[src/rtl/smb_pec_pkg.sv]
package smb_pec_pkg;

  localparam logic [7:0] PEC_POLY = 8'h07;

  // one byte of CRC-8, MSB first
  function automatic logic [7:0] crc8_step(input logic [7:0] crc, input logic [7:0] d);
    logic [7:0] c;
    c = crc ^ d;
    for (int i = 0; i < 8; i++) begin
      if (c[7]) c = {c[6:0], 1'b0} ^ PEC_POLY;
      else      c = {c[6:0], 1'b0};
    end
    return c;
  endfunction

  typedef struct packed {
    logic addr_evt;
    logic data_evt;
    logic rx_evt;
    logic rx_pec_evt;
    logic pec_bad;
  } pec_evt_t;

endpackage

[src/rtl/smb_pec_crc.sv]
module smb_pec_crc
  import smb_pec_pkg::*;
(
  input  logic       clk,
  input  logic       rst_n,
  input  logic       clr_i,
  input  logic       upd_i,
  input  logic [7:0] data_i,
  output logic [7:0] crc_o
);
  logic [7:0] crc_q;

  always_ff @(posedge clk or negedge rst_n) begin
    if (!rst_n)     crc_q <= 8'h00;
    else if (clr_i) crc_q <= 8'h00;
    else if (upd_i) crc_q <= crc8_step(crc_q, data_i);
  end

  assign crc_o = crc_q;

  // a start restarts the code
  a_r2_clear_on_start: assert property (@(posedge clk) disable iff (!rst_n)
    clr_i |=> (crc_o == 8'h00));

  // no byte, no change
  a_r2_hold_idle: assert property (@(posedge clk) disable iff (!rst_n)
    (!clr_i && !upd_i) |=> $stable(crc_o));
endmodule

[src/rtl/smb_pec_count.sv]
module smb_pec_count #(
  parameter int CNT_W = 8
) (
  input  logic             clk,
  input  logic             rst_n,
  input  logic             load_i,
  input  logic [CNT_W-1:0] val_i,
  input  logic             dec_i,
  output logic             last_o,
  output logic             zero_o
);
  localparam logic [CNT_W-1:0] ONE = CNT_W'(1);

  logic [CNT_W-1:0] cnt_q;

  always_ff @(posedge clk or negedge rst_n) begin
    if (!rst_n)                          cnt_q <= '0;
    else if (load_i)                     cnt_q <= val_i;
    else if (dec_i && (cnt_q != '0))     cnt_q <= cnt_q - ONE;
  end

  assign last_o = (cnt_q == ONE);
  assign zero_o = (cnt_q == '0);

  // load takes the value
  a_r3_load: assert property (@(posedge clk) disable iff (!rst_n)
    load_i |=> (cnt_q == $past(val_i)));

  // no wrap below zero
  a_r3_no_underflow: assert property (@(posedge clk) disable iff (!rst_n)
    (zero_o && !load_i) |=> zero_o);
endmodule

[src/rtl/smb_pec_alert.sv]
module smb_pec_alert #(
  parameter logic [6:0] ARA_ADDR = 7'b0001100
) (
  input  logic       clk,
  input  logic       rst_n,
  input  logic       alert_i,
  input  logic       addr_evt_i,
  input  logic [6:0] addr_i,
  output logic       smbalert_n_o,
  output logic       ara_match_o
);
  logic alert_q;
  logic ara_q;
  logic ara_hit;

  assign ara_hit = addr_evt_i && alert_i && (addr_i == ARA_ADDR);

  always_ff @(posedge clk or negedge rst_n) begin
    if (!rst_n) begin
      alert_q <= 1'b0;
      ara_q   <= 1'b0;
    end else begin
      alert_q <= alert_i;
      ara_q   <= ara_hit;
    end
  end

  assign smbalert_n_o = ~alert_q;
  assign ara_match_o  = ara_q;

  // line follows the control one cycle late
  a_r8_alert_low: assert property (@(posedge clk) disable iff (!rst_n)
    alert_i |=> !smbalert_n_o);

  // response address only answered while alerting
  a_r9_ara_needs_alert: assert property (@(posedge clk) disable iff (!rst_n)
    ara_match_o |-> $past(alert_i));
endmodule

[src/rtl/smb_pec_engine.sv]
module smb_pec_engine
  import smb_pec_pkg::*;
#(
  parameter int         CNT_W    = 8,
  parameter logic [6:0] ARA_ADDR = 7'b0001100
) (
  input  logic             clk,
  input  logic             rst_n,
  input  logic             start_i,
  input  logic             byte_valid_i,
  input  logic             byte_dir_i,
  input  logic [7:0]       bus_byte_i,
  input  logic [7:0]       tx_data_i,
  input  logic             pec_en_i,
  input  logic             cnt_load_i,
  input  logic [CNT_W-1:0] cnt_val_i,
  input  logic             err_clr_i,
  input  logic             alert_i,
  output logic [7:0]       tx_byte_o,
  output logic             ack_valid_o,
  output logic             nak_o,
  output logic             pec_err_o,
  output logic             smbalert_n_o,
  output logic             ara_match_o
);
  logic       addr_phase_q;
  logic [7:0] crc;
  logic       cnt_last;
  logic       cnt_zero;
  logic       pec_slot;
  logic       ack_q, nak_q, err_q;
  pec_evt_t   ev;

  // named events
  assign pec_slot      = pec_en_i && cnt_last;
  assign ev.addr_evt   = byte_valid_i && !start_i && addr_phase_q;
  assign ev.data_evt   = byte_valid_i && !start_i && !addr_phase_q;
  assign ev.rx_evt     = ev.data_evt && !byte_dir_i;
  assign ev.rx_pec_evt = ev.rx_evt && pec_slot;
  assign ev.pec_bad    = ev.rx_pec_evt && (bus_byte_i != crc);

  always_ff @(posedge clk or negedge rst_n) begin
    if (!rst_n)            addr_phase_q <= 1'b0;
    else if (start_i)      addr_phase_q <= 1'b1;
    else if (byte_valid_i) addr_phase_q <= 1'b0;
  end

  smb_pec_crc u_crc (
    .clk    (clk),
    .rst_n  (rst_n),
    .clr_i  (start_i),
    .upd_i  (byte_valid_i && !start_i),
    .data_i (bus_byte_i),
    .crc_o  (crc)
  );

  smb_pec_count #(.CNT_W(CNT_W)) u_cnt (
    .clk    (clk),
    .rst_n  (rst_n),
    .load_i (cnt_load_i),
    .val_i  (cnt_val_i),
    .dec_i  (ev.data_evt),
    .last_o (cnt_last),
    .zero_o (cnt_zero)
  );

  smb_pec_alert #(.ARA_ADDR(ARA_ADDR)) u_alert (
    .clk          (clk),
    .rst_n        (rst_n),
    .alert_i      (alert_i),
    .addr_evt_i   (ev.addr_evt),
    .addr_i       (bus_byte_i[7:1]),
    .smbalert_n_o (smbalert_n_o),
    .ara_match_o  (ara_match_o)
  );

  always_ff @(posedge clk or negedge rst_n) begin
    if (!rst_n) begin
      ack_q <= 1'b0;
      nak_q <= 1'b0;
      err_q <= 1'b0;
    end else begin
      ack_q <= ev.rx_evt;
      nak_q <= ev.pec_bad;
      if (ev.pec_bad)      err_q <= 1'b1;
      else if (err_clr_i)  err_q <= 1'b0;
    end
  end

  assign tx_byte_o   = pec_slot ? crc : tx_data_i;
  assign ack_valid_o = ack_q;
  assign nak_o       = nak_q;
  assign pec_err_o   = err_q;

  // NAK only comes with a decision
  a_r5_nak_in_ack: assert property (@(posedge clk) disable iff (!rst_n)
    nak_o |-> ack_valid_o);

  // NAK only on a checked PEC byte
  a_r5_nak_on_pec: assert property (@(posedge clk) disable iff (!rst_n)
    nak_o |-> $past(ev.rx_pec_evt));

  // error stays until cleared
  a_r6_err_sticky: assert property (@(posedge clk) disable iff (!rst_n)
    (pec_err_o && !err_clr_i) |=> pec_err_o);

  // a mismatch always lands in the flag
  a_r6_err_set: assert property (@(posedge clk) disable iff (!rst_n)
    nak_o |-> pec_err_o);

  // sent bytes are not acknowledged here
  a_r10_no_ack_tx: assert property (@(posedge clk) disable iff (!rst_n)
    (byte_valid_i && byte_dir_i) |=> !ack_valid_o);

  // idle count means no substitution
  a_r3_zero_no_pec: assert property (@(posedge clk) disable iff (!rst_n)
    cnt_zero |-> (tx_byte_o == tx_data_i));
endmodule

[config.mk]
export PLATFORM = sky130hd
export DESIGN_NAME = smb_pec_engine
export DESIGN_NICKNAME = d
export VERILOG_FILES = /design/src/rtl/smb_pec_pkg.sv /design/src/rtl/smb_pec_crc.sv /design/src/rtl/smb_pec_count.sv /design/src/rtl/smb_pec_alert.sv /design/src/rtl/smb_pec_engine.sv
export SDC_FILE = /design/constraint.sdc
export NUM_CORES = 1
export LEC_CHECK = 0
export BUFFER_PORTS_ARGS = -buffer_cell sky130_fd_sc_hd__buf_2
export CAP_MARGIN = 30
export CORE_MARGIN = 2
export CORE_UTILIZATION = 25
export CTS_BUF_LIST = sky130_fd_sc_hd__clkbuf_4
export DETAILED_ROUTE_END_ITERATION = 6
export PLACE_DENSITY_LB_ADDON = 0.3
export REMOVE_ABC_BUFFERS = 1
export SETUP_SLACK_MARGIN = 0.5
export SYNTH_ARGS = -nofsm -noshare
export SYNTH_HDL_FRONTEND = slang
export SYNTH_SLANG_ARGS = --single-unit
[constraint.sdc]
create_clock -name clk -period 2.2 [get_ports clk]
set_clock_uncertainty 0.2 [all_clocks]
set_input_delay 0.44 -clock clk [delete_from_list [all_inputs] [get_ports clk]]
set_output_delay 0.44 -clock clk [all_outputs]
set_load 0.02 [all_outputs]
== Word-level counts from Yosys, hierarchy flattened ==
Index checks and enable logic that the tools add are counted.

* Register bits: 22
* Input bits: 33
* Output and inout bits: 13

* Add/sub/neg operators: 1
* Equality and inequality tests: 3
* Multiplexer cells: 31
* Bitwise gates (word level): 10
* Reductions and logical operators: 18

{| class="wikitable"
|+ Operator list
! operator !! number
|-
| $mux 8 || 19
|-
| $mux 3 || 8
|-
| $not 3->3 || 8
|-
| $logic_and 1x1->1 || 10
|-
| $eq 8x1->1 const B || 1
|-
| $ne 8x8->1 || 1
|-
| $reduce_bool 2->1 || 4
|-
| $reduce_bool 8->1 || 1
|-
| $sub 8x1->8 const B || 1
|-
| $xor 8x8->8 || 1
|-
| $eq 7x4->1 const B || 1
|-
| $mux 1 || 4
|-
| $logic_not 1->1 || 3
|-
| $not 1->1 || 1
|}

== Longest topological paths before layout ==
Gate-level depths: netlist of run 1.

* Word-level depth: 33
* Gate-level depth with buffers: 6
* Gate-level depth less buffers: 6

== Modules after synthesis ==
A second synthesis of run 1 with hierarchy kept.

* Cell total of the unflattened synthesis: 162
* Area total of the unflattened synthesis: 1660.3 um^2

{| class="wikitable"
|+ By module, submodules not included
! module !! times used !! cells each !! area an instance (um^2) !! seq. area each (um^2)
|-
| smb_pec_crc || 1 || 57 || 636.9 || 200.2
|-
| smb_pec_count || 1 || 65 || 589.3 || 200.2
|-
| smb_pec_engine || 1 || 34 || 349.1 || 100.1
|-
| smb_pec_alert || 1 || 6 || 85.1 || 50.0
|}

== Worst setup path before layout of run 1 ==
OpenSTA, ideal clock, no wires.

* Path kind: reg-to-output
* Start: register u_cnt.cnt_q[3]
* End: output port tx_byte_o[0]
* Data arrival time: 1707 ps
* Setup slack: -147 ps
* Cell stages (with the launch flop): 4
* Buffers on the path: 0
* Cell sequence: dfrtp_1 -> nor4_1 -> nand4_2 -> mux2_2

* Longest elaborated chain between the ends: 3

{| class="wikitable"
|+ RTL lines
! item !! RTL line !! text
|-
| start: declaration || smb_pec_count.sv:14 || <nowiki>logic [CNT_W-1:0] cnt_q;</nowiki>
|-
| start signal: assignment || smb_pec_count.sv:18 || <nowiki>else if (load_i) cnt_q <= val_i;</nowiki>
|-
| start signal: assignment || smb_pec_count.sv:19 || <nowiki>else if (dec_i && (cnt_q != '0)) cnt_q <= cnt_q - ONE;</nowiki>
|-
| $eq 8x1->1 || smb_pec_count.sv:22 || <nowiki>assign last_o = (cnt_q == ONE);</nowiki>
|-
| $logic_and 1x1->1 || smb_pec_engine.sv:35 || <nowiki>assign pec_slot = pec_en_i && cnt_last;</nowiki>
|-
| $mux 8 || smb_pec_engine.sv:90 || <nowiki>assign tx_byte_o = pec_slot ? crc : tx_data_i;</nowiki>
|-
| end: declaration || smb_pec_engine.sv:19 || <nowiki>output logic [7:0] tx_byte_o,</nowiki>
|}

Every way passes these cells.

== Worst setup path after layout of run 1 ==
* Start: register u_cnt.cnt_q[6]
* End: output port tx_byte_o[5]

The elaborated chain is that of the path after synthesis.

==> results of run 1 <==
-- logic make-up (layout without fill, tap and decap cells) --
group                    Yosys count  after routing  synth area share
multiplexers                      15             15             0.110
AND/OR/NAND/NOR                   42             42             0.161
XOR/XNOR                          19             19             0.170
adder cells (fa/ha/maj)            6              6            0.0505
flip-flops                        22             22             0.370
buffers and inverters             11             87            0.0278
AO/OA/AOI/OAI                     23             23             0.111
-- synthesized netlist by cell type (2+ instances only) --
| library cell | number | share of area |
|---|---|---|
| mux2i_1 | 4 | 0.027 |
| nor2_1 | 15 | 0.038 |
| nor3_1 | 2 | 0.0067 |
| xor3_1 | 3 | 0.048 |
| nor4_1 | 3 | 0.013 |
| ha_1 | 6 | 0.050 |
| dfrtp_1 | 22 | 0.37 |
| xnor3_1 | 3 | 0.045 |
| o21ai_0 | 4 | 0.013 |
| clkbuf_1 | 3 | 0.0076 |
| a31oi_1 | 3 | 0.013 |
| nor2b_1 | 2 | 0.0084 |
| nor4b_1 | 2 | 0.012 |
| nand3b_1 | 2 | 0.010 |
| o41ai_1 | 2 | 0.012 |
| a21o_1 | 2 | 0.010 |
| mux2_2 | 11 | 0.083 |
| a21oi_1 | 4 | 0.013 |
| nand2_1 | 6 | 0.015 |
| xnor2_1 | 12 | 0.071 |
| a21bo_2 | 2 | 0.013 |
| inv_1 | 7 | 0.018 |
-- worst max-delay path, stage by stage (launching register included) --
cell	delay (ns)
dfrtp_1	0.41
nor4_2	0.27
buf_4	0.16
nand4_2	0.09
buf_6	0.17
mux2_2	0.28
buf_2	0.16
-- through the flow --
step | hold slack (ns) | setup TNS (ns) | utilization | power [W] | std cells
after CTS | 0.0187 | -2.54 | 0.363 | 0.00179 | 283
after global placement | 0.263 | -0.0968 | 0.327 | 0.00142 | 271
after global routing | 0.00169 | -3.06 | 0.386 | 0.00216 | 289
after floorplan | -0.0556 | -1.18 | - | 0.00120 | 135
after detailed placement | 0.264 | -0.184 | 0.327 | 0.00142 | 271
final | 0.0230 | -2.21 | 0.386 | 0.00201 | 289
-- metal layers --
layer,part of all wire,vias up,GRT usage
met1,0.47,621,0.158
li1,-,657,-
met3,0.062,4,0.0356
met5,0,-,0
met2,0.46,48,0.204
met4,0.0063,0,0.0203
-- power by group through the flow --
stage	clock network (W)	logic, W	registers, W
finish	0.000206	0.00123	0.000571
global route	0.000236	0.00134	0.000586
global placement	0	0.000835	0.000580
CTS	0.000217	0.000997	0.000573
floorplan	0	0.000646	0.000557
detailed placement	0	0.000843	0.000579
-- layout make-up --
type	count	area (sq um)	share of cell area
Clock inverter	1	3.75	0.00166
Sequential cell	22	554	0.246
Inverter	8	30.0	0.0133
Tap cell	75	93.8	0.0416
Clock buffer	3	22.5	0.00998
Multi-Input combinational cell	105	1080	0.477
Timing Repair Buffer	75	475	0.211
-- flip-flops by register name, indices dropped and copies added, names as in the netlist --
name,count
pec_err_o,1
u_alert.ara_match_o,1
ack_valid_o,1
u_crc.crc_o,8
u_alert.alert_q,1
nak_o,1
addr_phase_q,1
u_cnt.cnt_q,8
-- worst paths after layout --
check                                  end  depth (start not counted)  slack, ns      startpoint
max reg2reg                 u_cnt.cnt_q[5]                          4       0.08    addr_phase_q
max                           tx_byte_o[5]                          6      -0.29  u_cnt.cnt_q[6]
max in group asynchronous   u_cnt.cnt_q[0]                          2       0.98           rst_n
min in group asynchronous   u_crc.crc_o[5]                          2       0.41           rst_n
min                        u_alert.alert_q                          1       0.02         alert_i
min reg2reg                      pec_err_o                          2       0.30       pec_err_o
-- what timing repair did --
item / 4_1_cts / 5_1_grt
gates resized for setup: 20 / 14
pin swaps: 12 / 11
endpoints found under the setup margin: 25 / 26
buffers inserted: 7 / 6
hold endpoints to repair: 22 / 0
hold buffers: 1 / 0
==> flow_metrics.py, run 1 <==
metrics = {
    "timing": {
        "setup_violations": 8,
        "period_needed_ns": 2.49,
        "rsz0062_at_grt": "yes",
        "hold_viol": 0,
        "slew_headroom": 0.632,
        "final_max_slew_viol_count": 0,
        "fin_ws_ns": -0.288,
        "max_clock_freq_ghz": 0.402,
        "post-route-period-util": 1.13,
        "worst_pin_slew_ns": 0.553,
    },
    "placed_design": {
        "dpl.hpwl_mm": 2.80,
        "port_buffers": 45,
        "dp_slack_ns": -0.128,
        "globalplace.congestion": 0.786,
        "placed_cell_area_sq_um": 1920,
    },
    "global_route": {
        "grt_pass1_wl_mm": 6.11,
        "grt_pass1_vias": 1303,
        "antenna_found_initial": 0,
        "grt.total_usage": 0.122,
        "grt_remaining_overflow": 0,
        "grt_max_degree": 23,
    },
    "setup_path": {
        "start_kind": "flip-flop",
        "crit_fanout": 10,
        "critical_path_class": "flip-flop to output port",
        "critPathCaptureType": "output port",
        "cp.arrival_ns": 1.85,
        "critPathRequiredTime_ns": 1.56,
    },
    "die": {
        "pin_count": 46,
        "die_w_um": 81.1,
        "dieArea_sq_um": 6580,
        "rows": 28,
        "coreArea_sq_um": 5850,
        "dieHeight_um": 81.1,
        "initial_core_util": 0.254,
    },
    "synthesis": {
        "synth_area_sq_um": 1490,
        "yosysSeqAreaShare": 0.370,
        "avgSynthCellArea_sq_um": 10.8,
        "postSynth.asyncResetShare": 1.00,
        "ys_ff_latch": 22,
        "ys_warn_count": 0,
        "synth_cell_types": 40,
        "synthCells": 138,
        "synth_flop_cell": "dfrtp_1",
        "synth-edff-count": 0,
    },
    "finish": {
        "layout_commonest_cell": "buf_2",
        "area_delta_synth_final_pct": 51.6,
        "layout-drive-gt1-share": 0.533,
        "n_fill_cell": 580,
        "finalNetCount": 254,
        "num_antenna_cells": 0,
        "mostFrequentLayoutCells": "buf_2, buf_4, dfrtp_1, nor2_1, mux2_2",
        "finish.instance_area_sq_um": 2260,
    },
    "status": {
        "status": "finished with violations",
        "violations": "negative setup slack",
    },
    "clock_network": {
        "cts_tree": "yes",
        "cts_buffers": 3,
        "clk_pin_slew_ns": 0.14,
        "htree_levels": 1,
        "insertion_delay_ns": 0.33,
        "root_buffer": "clkbuf_4",
        "clock_path_buffers": 2,
        "cts.sinks": 22,
    },
    "pwr": {
        "power_frac_comb": 0.613,
        "leakage_nw": 1.08,
        "peakVddDrop_v": 0.000413,
        "swShare": 0.344,
        "switching_power_w": 0.000691,
        "pwr-share-seq": 0.284,
        "power.internal_w": 0.00132,
        "clock_power_share": 0.103,
        "powerDensity_nw_per_um2": 891,
    },
    "flow_run": {
        "maxCapViolCount": 0,
    },
    "routing": {
        "routedWlPerCell_um": 13.8,
        "vias_per_cell": 4.60,
        "wl_mm": 3.99,
        "drt_iter0_drc": 25,
        "drc": 0,
        "firstDrtPassIters": 4,
        "ant_nets": 0,
        "vias": 1330,
    },
    "worst_hold_path": {
        "hp-class": "input port to flip-flop",
    },
}
No activity file was read; power rests on OpenSTA's default activity.
==> run 2: changes to the inputs <==
- clock period: 2.2 -> 3.1 ns (I/O delays scaled with it)
==> run 2 against run 1 <==
  * The run now ends clean
  * First-iteration DRC count grew 88%
  * Cell count decreased by 6.9%
  * Register-to-register slack improved by 0.75 ns
  * Sequential cell count unchanged
  * Non-clock buffer count shrank 20
  * Largest cell class unchanged
==> flow_metrics.py, run 2 (synthesis gave the netlist of run 1 again) <==
metrics = {
    "status": {
        "status": "finished, final reports clean",
    },
    "timing": {
        "max_clock_freq_ghz": 0.378,
        "final_max_slew_viol_count": 0,
        "period_needed_ns": 2.65,
        "worst_pin_slew_ns": 0.512,
        "fin_tns_setup_ns": 0,
        "rsz0062_at_grt": "yes",
        "setup_violations": 0,
        "post-route-period-util": 0.853,
        "slew_headroom": 0.659,
        "hold_viol": 0,
    },
    "pwr": {
        "leakage_nw": 0.942,
        "peakVddDrop_v": 0.000217,
        "powerDensity_nw_per_um2": 572,
        "power_w": 0.00112,
    },
    "global_route": {
        "grt_pass1_wl_mm": 5.80,
        "antenna_found_initial": 0,
        "grt_pass1_vias": 1219,
        "grt_max_degree": 23,
        "grt.total_usage": 0.115,
        "grt_remaining_overflow": 0,
    },
    "routing": {
        "vias": 1224,
        "wl_mm": 3.62,
        "ant_nets": 0,
        "drt_iter0_drc": 47,
        "vias_per_cell": 4.55,
        "routedWlPerCell_um": 13.4,
        "firstDrtPassIters": 4,
        "drc": 0,
    },
    "finish": {
        "num_antenna_cells": 0,
        "layout_commonest_cell": "buf_2",
        "layout-drive-gt1-share": 0.397,
        "mostFrequentLayoutCells": "buf_2, dfrtp_1, nor2_1, xnor2_1, mux2_2",
        "finalNetCount": 234,
        "n_fill_cell": 608,
        "final_cells": 269,
        "multiInputGateArea_sq_um": 911,
        "area_delta_synth_final_pct": 32.0,
        "seq_area_sq_um": 553,
    },
    "clock_network": {
        "clk_pin_slew_ns": 0.13,
        "root_buffer": "clkbuf_4",
        "cts.sinks": 22,
        "hold_buffers": 0,
        "insertion_delay_ns": 0.31,
        "cts_tree": "yes",
        "clock_path_buffers": 2,
        "htree_levels": 1,
        "cts_buffers": 3,
    },
    "die": {
        "rows": 28,
        "coreArea_sq_um": 5850,
        "initial_core_util": 0.254,
        "pin_count": 46,
        "die_w_um": 81.1,
        "dieHeight_um": 81.1,
        "dieArea_sq_um": 6580,
    },
    "worst_hold_path": {
        "hp-class": "input port to asynchronous set/reset pin",
    },
    "setup_path": {
        "crit_fanout": 8,
        "reg2reg_depth": 4,
        "r2r_slack_ns": 0.83,
        "critPathCaptureType": "output port",
        "cp.arrival_ns": 1.83,
        "critPathRequiredTime_ns": 2.28,
        "reg2reg_to": "u_cnt.cnt_q[5]",
        "r2r_start": "addr_phase_q",
        "start_kind": "flip-flop",
        "critical_path_class": "flip-flop to output port",
    },
    "placed_design": {
        "globalplace.congestion": 0.796,
        "dpl.hpwl_mm": 2.76,
        "dp.cells": 258,
        "port_buffers": 45,
    },
    "flow_run": {
        "maxCapViolCount": 0,
    },
}
run 2: cell types whose count changed in the layout (fill, tap and decap cells not counted), sizes merged:
cell / delta
buf: -19
dlygate4sd3: -1
run 2: stage by stage:
stage / hold WS [ns] / setup slack, ns / util / instance area, sq um
floorplan: 0.124 / 0.573 / - / 1480
global placement: 0.273 / 0.359 / 0.311 / 1820
detailed placement: 0.282 / 0.351 / 0.311 / 1820
CTS: 0.0689 / 0.481 / 0.334 / 1950
global route: 0.0866 / 0.374 / 0.336 / 1960
finish: 0.0493 / 0.455 / 0.336 / 1960
run 2: power by group:
group	switching, W	internal [W]
Sequential	0.0000671	0.000344
Combinational	0.000228	0.000345
Clock	0.0000933	0.0000471
run 2: what timing repair did:
item,in CTS,in global routing
resized for setup,18,2
pin swaps,2,2
endpoints found under the setup margin,8,8
gates cloned,0,0
buffers inserted,6,1
run 2: critical path, stage by stage, from the launching register on:
cell,delay (ns)
dfrtp_2,0.46
nor4_4,0.32
nand4_2,0.15
buf_6,0.16
mux2_2,0.28
buf_6,0.13
run 2: layout make-up:
type,count,share of cell area
Clock buffer,3,0.0115
Clock inverter,1,0.00191
Inverter,8,0.0153
Multi-Input combinational cell,105,0.464
Sequential cell,22,0.282
Tap cell,75,0.0478
Timing Repair Buffer,55,0.178
run 2: metal layers:
metal	vias to the layer above	part of all wire	track usage
met2	46	0.46	0.198
li1	610	-	-
met4	0	0.012	0.0271
met3	4	0.074	0.0356
met5	-	0	0
met1	564	0.45	0.142
run 2: worst max-delay path by stage:
stage / slack (ns) / end / start / cells past startpoint
after floorplan: 0.57 / tx_byte_o[0] / u_cnt.cnt_q[3] / 3
final: 0.45 / tx_byte_o[5] / u_cnt.cnt_q[5] / 5
after global routing: 0.37 / tx_byte_o[5] / u_cnt.cnt_q[5] / 5
after detailed placement: 0.35 / u_cnt.cnt_q[5] / byte_valid_i / 5
after CTS: 0.48 / tx_byte_o[5] / u_cnt.cnt_q[3] / 5
after global placement: 0.36 / u_cnt.cnt_q[5] / byte_valid_i / 5
